### src/rtl/tmr_slave_ctl.sv
module tmr_slave_ctl #(
  parameter int CNT_W = 16
) (
  input  logic             clk,
  input  logic             rst_n,
  input  logic             cnt_en,
  input  logic [3:0]       slave_mode,
  input  logic [2:0]       trig_sel,
  input  logic             ms_delay,
  input  logic [3:0]       itr,
  input  logic             tin1,
  input  logic             tin2,
  input  logic [CNT_W-1:0] reload,
  output logic [CNT_W-1:0] count,
  output logic             update_evt,
  output logic             trig_out
);

  logic tin1_q, trg, trg_q, rise, ev_d, ev, lvl, run;
  logic m_clr, m_gate, m_start, m_ext, m_comb;
  logic adv, clr, wrap;

  always_comb begin
    case (trig_sel)
      3'd0, 3'd1, 3'd2, 3'd3: trg = itr[trig_sel[1:0]];
      3'd4:                   trg = tin1 ^ tin1_q;
      3'd5:                   trg = tin1;
      3'd6:                   trg = tin2;
      default:                trg = 1'b0;
    endcase
  end

  assign rise = trg & ~trg_q;
  assign ev   = ms_delay ? ev_d  : rise;
  assign lvl  = ms_delay ? trg_q : trg;

  assign m_clr   = (slave_mode == 4'd4);
  assign m_gate  = (slave_mode == 4'd5);
  assign m_start = (slave_mode == 4'd6);
  assign m_ext   = (slave_mode == 4'd7);
  assign m_comb  = (slave_mode == 4'd8);

  always_comb begin
    if (m_start || m_comb) adv = run;
    else if (m_gate)       adv = cnt_en & lvl;
    else if (m_ext)        adv = cnt_en & ev;
    else                   adv = cnt_en;
  end

  assign clr  = (m_clr | m_comb) & ev;
  assign wrap = adv & (count == reload);

  always_ff @(posedge clk) begin
    if (!rst_n) begin
      tin1_q     <= 1'b0;
      trg_q      <= 1'b0;
      ev_d       <= 1'b0;
      run        <= 1'b0;
      trig_out   <= 1'b0;
      update_evt <= 1'b0;
      count      <= '0;
    end else begin
      tin1_q     <= tin1;
      trg_q      <= trg;
      ev_d       <= rise;
      run        <= (m_start | m_comb) & (run | ev);
      trig_out   <= ev;
      update_evt <= clr | wrap;
      if (clr || wrap) count <= '0;
      else if (adv)    count <= count + 1'b1;
    end
  end

endmodule

### config.mk
export PLATFORM = sky130hd
export DESIGN_NAME = tmr_slave_ctl
export DESIGN_NICKNAME = d
export VERILOG_FILES = /design/src/rtl/tmr_slave_ctl.sv
export SDC_FILE = /design/constraint.sdc
export NUM_CORES = 1
export LEC_CHECK = 0
export BUFFER_PORTS_ARGS = -buffer_cell sky130_fd_sc_hd__clkbuf_2
export CORE_UTILIZATION = 44
export CTS_CLUSTER_SIZE = 28
export DETAILED_ROUTE_END_ITERATION = 16
export PLACE_DENSITY = 0.8
export SLEW_MARGIN = 20
export SYNTH_ARGS = -nofsm -noshare
export SYNTH_HDL_FRONTEND = slang
export SYNTH_SLANG_ARGS = --single-unit
### constraint.sdc
create_clock -name clk -period 2.1 [get_ports clk]
set_clock_uncertainty 0.15 [all_clocks]
set_input_delay 0.105 -clock clk [delete_from_list [all_inputs] [get_ports clk]]
set_output_delay 0.105 -clock clk [all_outputs]
set_load 0.01 [all_outputs]
==> flow_summary.json <==
{
  "hold_viol": 0,
  "viasPerCell": 6.07,
  "cts_tree": "built",
  "path_class": "reg -> reg",
  "synth-edff-count": 0,
  "r2r_start": "tin1_q",
  "slowest_delay_ns": 0.40,
  "yosys.area.top_type": "dfxtp_1",
  "avgSynthCellArea_um2": 8.67,
  "wl_mm": 5.16,
  "peakVddDrop_mv": 0.302,
  "drive_above_1_share": 0.494,
  "htree_levels": 1,
  "numCtsBuffers": 3,
  "hpwl_mm": 2.76,
  "core_um2": 3030,
  "synth-seq-cells": 22,
  "cp.required_ns": 2.18,
  "worst_slew_pin_slew_ns": 0.678,
  "drc": 0,
  "root_buffer": "clkbuf_4",
  "synthFlopType": "dfxtp_1",
  "drv_slew": 0,
  "routabilityCongestion": 0.811,
  "clk_latency_ns": 0.33,
  "syn_area_um2": 1390,
  "netlist_top_cells_area": "dfxtp_1 (32%), xor2_1 (10%), a211oi_1 (8.7%)",
  "rsz0062_at_grt": "yes",
  "post-route-min-period_ns": 2.23,
  "cp-end-kind": "flip-flop",
  "grt_pass1_wl_mm": 7.12,
  "nets": 281,
  "cp-start-kind": "flip-flop",
  "port_buffers": 50,
  "dieArea_um2": 3380,
  "yosysSeqAreaShare": 0.317,
  "crit_slowest_cell": "or4_1",
  "power.density_nw_per_um2": 401,
  "cp.buffers_inverters": 2,
  "cp-startpoint": "tin1_q",
  "synth_commonest_cells": "dfxtp_1 (22), a211oi_1 (16), xor2_1 (16)",
  "leakage_nw": 0.956,
  "grt_pass1_vias": 1535,
  "clkSlewWorstSetupHoldPaths_ns": 0.13,
  "clock_path_buffers": 2,
  "numClockSinks": 22,
  "syn_to_final_growth_pct": 61.0,
  "initial_core_util": 0.458,
  "violations": "setup timing",
  "diodes": 0,
  "dp.cells": 273,
  "async_reset_ff_frac": 0,
  "fin_util": 0.738,
  "finalCritPeriodShare": 1.06,
  "wire_per_inst_um": 17.8,
  "critical_path.max_fanout": 8,
  "synth_top_cell_area_share": 0.317,
  "relSlewSlack": 0.545,
  "maxCapViolations": 0,
  "first_pass_iters": 7,
  "final_cell_count_no_fill": 289,
  "setup_violations": 17,
  "power.total_mw": 0.896,
  "ys_warn_count": 0,
  "die_x_um": 58.2,
  "maxClockFrequency_ghz": 0.449,
  "fp.dieH_um": 58.2,
  "postSynthCellCount": 160,
  "setup_ws_ns": -0.129,
  "drt_iter0_markers": 135,
  "status": "finished with violations",
  "grt_max_degree": 33,
  "antenna_found_initial": 0,
  "min_from": "slave_mode[0]",
  "synthDistinctLibCells": 38,
  "vias": 1754,
  "syn_nets": 194,
  "num_io_pins": 51,
  "grt-ovfl-total": 0,
  "grtUsageTotal": 0.281,
  "critical_path_arrival_ns": 2.31,
  "ant_nets": 0,
  "cpLargestDelayFamily": "compound AO/OA/AOI/OAI gates",
  "rows": 20,
  "cp_cell_sequence": "nor2b_1 > a221o_2 > o21ai_2 > o41a_1 > buf_6 > buf_16 > or4_1 > a211oi_1",
  "hold_class": "in -> reg",
  "synth.most_common_cell": "dfxtp_1"
}
[cells by family after synthesis]
kind of cell,synth area share
mux,0.0225
buf+inv,0.0379
xor+xnor,0.107
simple gates,0.267
compound gates,0.239
fa+ha+maj,0.00902
flops,0.317
[per-stage QoR]
| step | setup slack [ns] | hold WS (ns) | TNS, ns | cell area, um^2 |
|---|---|---|---|---|
| after CTS | -0.0838 | 0.0818 | -0.818 | 2050 |
| after global routing | -0.235 | 0.0862 | -2.69 | 2230 |
| after floorplan | -0.0183 | 0.0767 | -0.0367 | 1390 |
| after global placement | -0.392 | 0.202 | -6.11 | 1860 |
| final | -0.129 | 0.0666 | -1.07 | 2230 |
| after detailed placement | -0.250 | 0.213 | -3.44 | 1870 |
[worst paths after layout]
| check | slack [ns] | end | depth (start not counted) |
|---|---|---|---|
| setup / recovery | -0.13 | count[9] | 8 |
| hold / removal | 0.07 | run | 4 |
| setup reg to reg | -0.13 | count[9] | 8 |
| hold reg to reg | 0.33 | ev_d | 1 |
[flip-flops by register name (all words and copies together), names as in the netlist]
register / cells
count: 16
ev_d: 1
run: 1
tin1_q: 1
trg_q: 1
trig_out: 1
update_evt: 1
[where the power goes]
part	leakage [nW]	switching [mW]	internal [mW]	total, mW
clock network	0.0138	0.143	0.0675	0.211
logic	0.762	0.125	0.126	0.251
registers	0.180	0.00607	0.428	0.434
total	0.956	0.275	0.622	0.896
[placed cells by master (no fill, tap or decap), types with 2 or more instances in the layout]
cell type	count
nor4_1	4
nor3_1	4
nand3b_1	3
and2_1	2
nand3_1	10
dfxtp_2	4
xor2_1	16
o31ai_4	3
buf_6	3
buf_4	29
clkbuf_4	3
a211oi_1	9
buf_12	2
or3b_1	2
or4_4	4
dfxtp_1	18
a21oi_1	3
a211oi_2	7
clkbuf_2	50
and3_1	3
or3_1	2
dlygate4sd3_1	3
nand2_1	7
o31ai_1	6
nor2_1	4
o31ai_2	6
or4_1	10
inv_1	3
mux2i_1	2
[timing repair]
| item | in CTS | in global routing |
|---|---|---|
| gates resized for setup | 8 | 30 |
| pin swaps | 13 | 4 |
| gates cloned | 2 | 2 |
| setup endpoints to repair | 17 | 17 |
| hold buffers | 3 | 0 |
| buffers inserted | 4 | 3 |
| hold endpoints to repair | 3 | 0 |
[tightest hold or removal path, stage by stage]
cell      delay [ns]
clkbuf_2        0.10
a21oi_1         0.06
buf_4           0.14
o311a_1         0.11
[final cells by class]
class | count | area [um^2]
tap | 44 | 55.1
inverter | 4 | 15.0
sequential | 22 | 445
fill | 233 | 795
clock buffer | 3 | 22.5
multi-input combinational | 126 | 1040
timing repair buffer | 90 | 657
[routing by layer]
metal	vias up	wire length, um	global-route usage
met1	823	1970	0.343
li1	802	-	-
met4	0	121	0.102
met3	15	419	0.0335
met5	-	0	0
met2	114	2640	0.504
No activity file was read; power rests on OpenSTA's default activity.
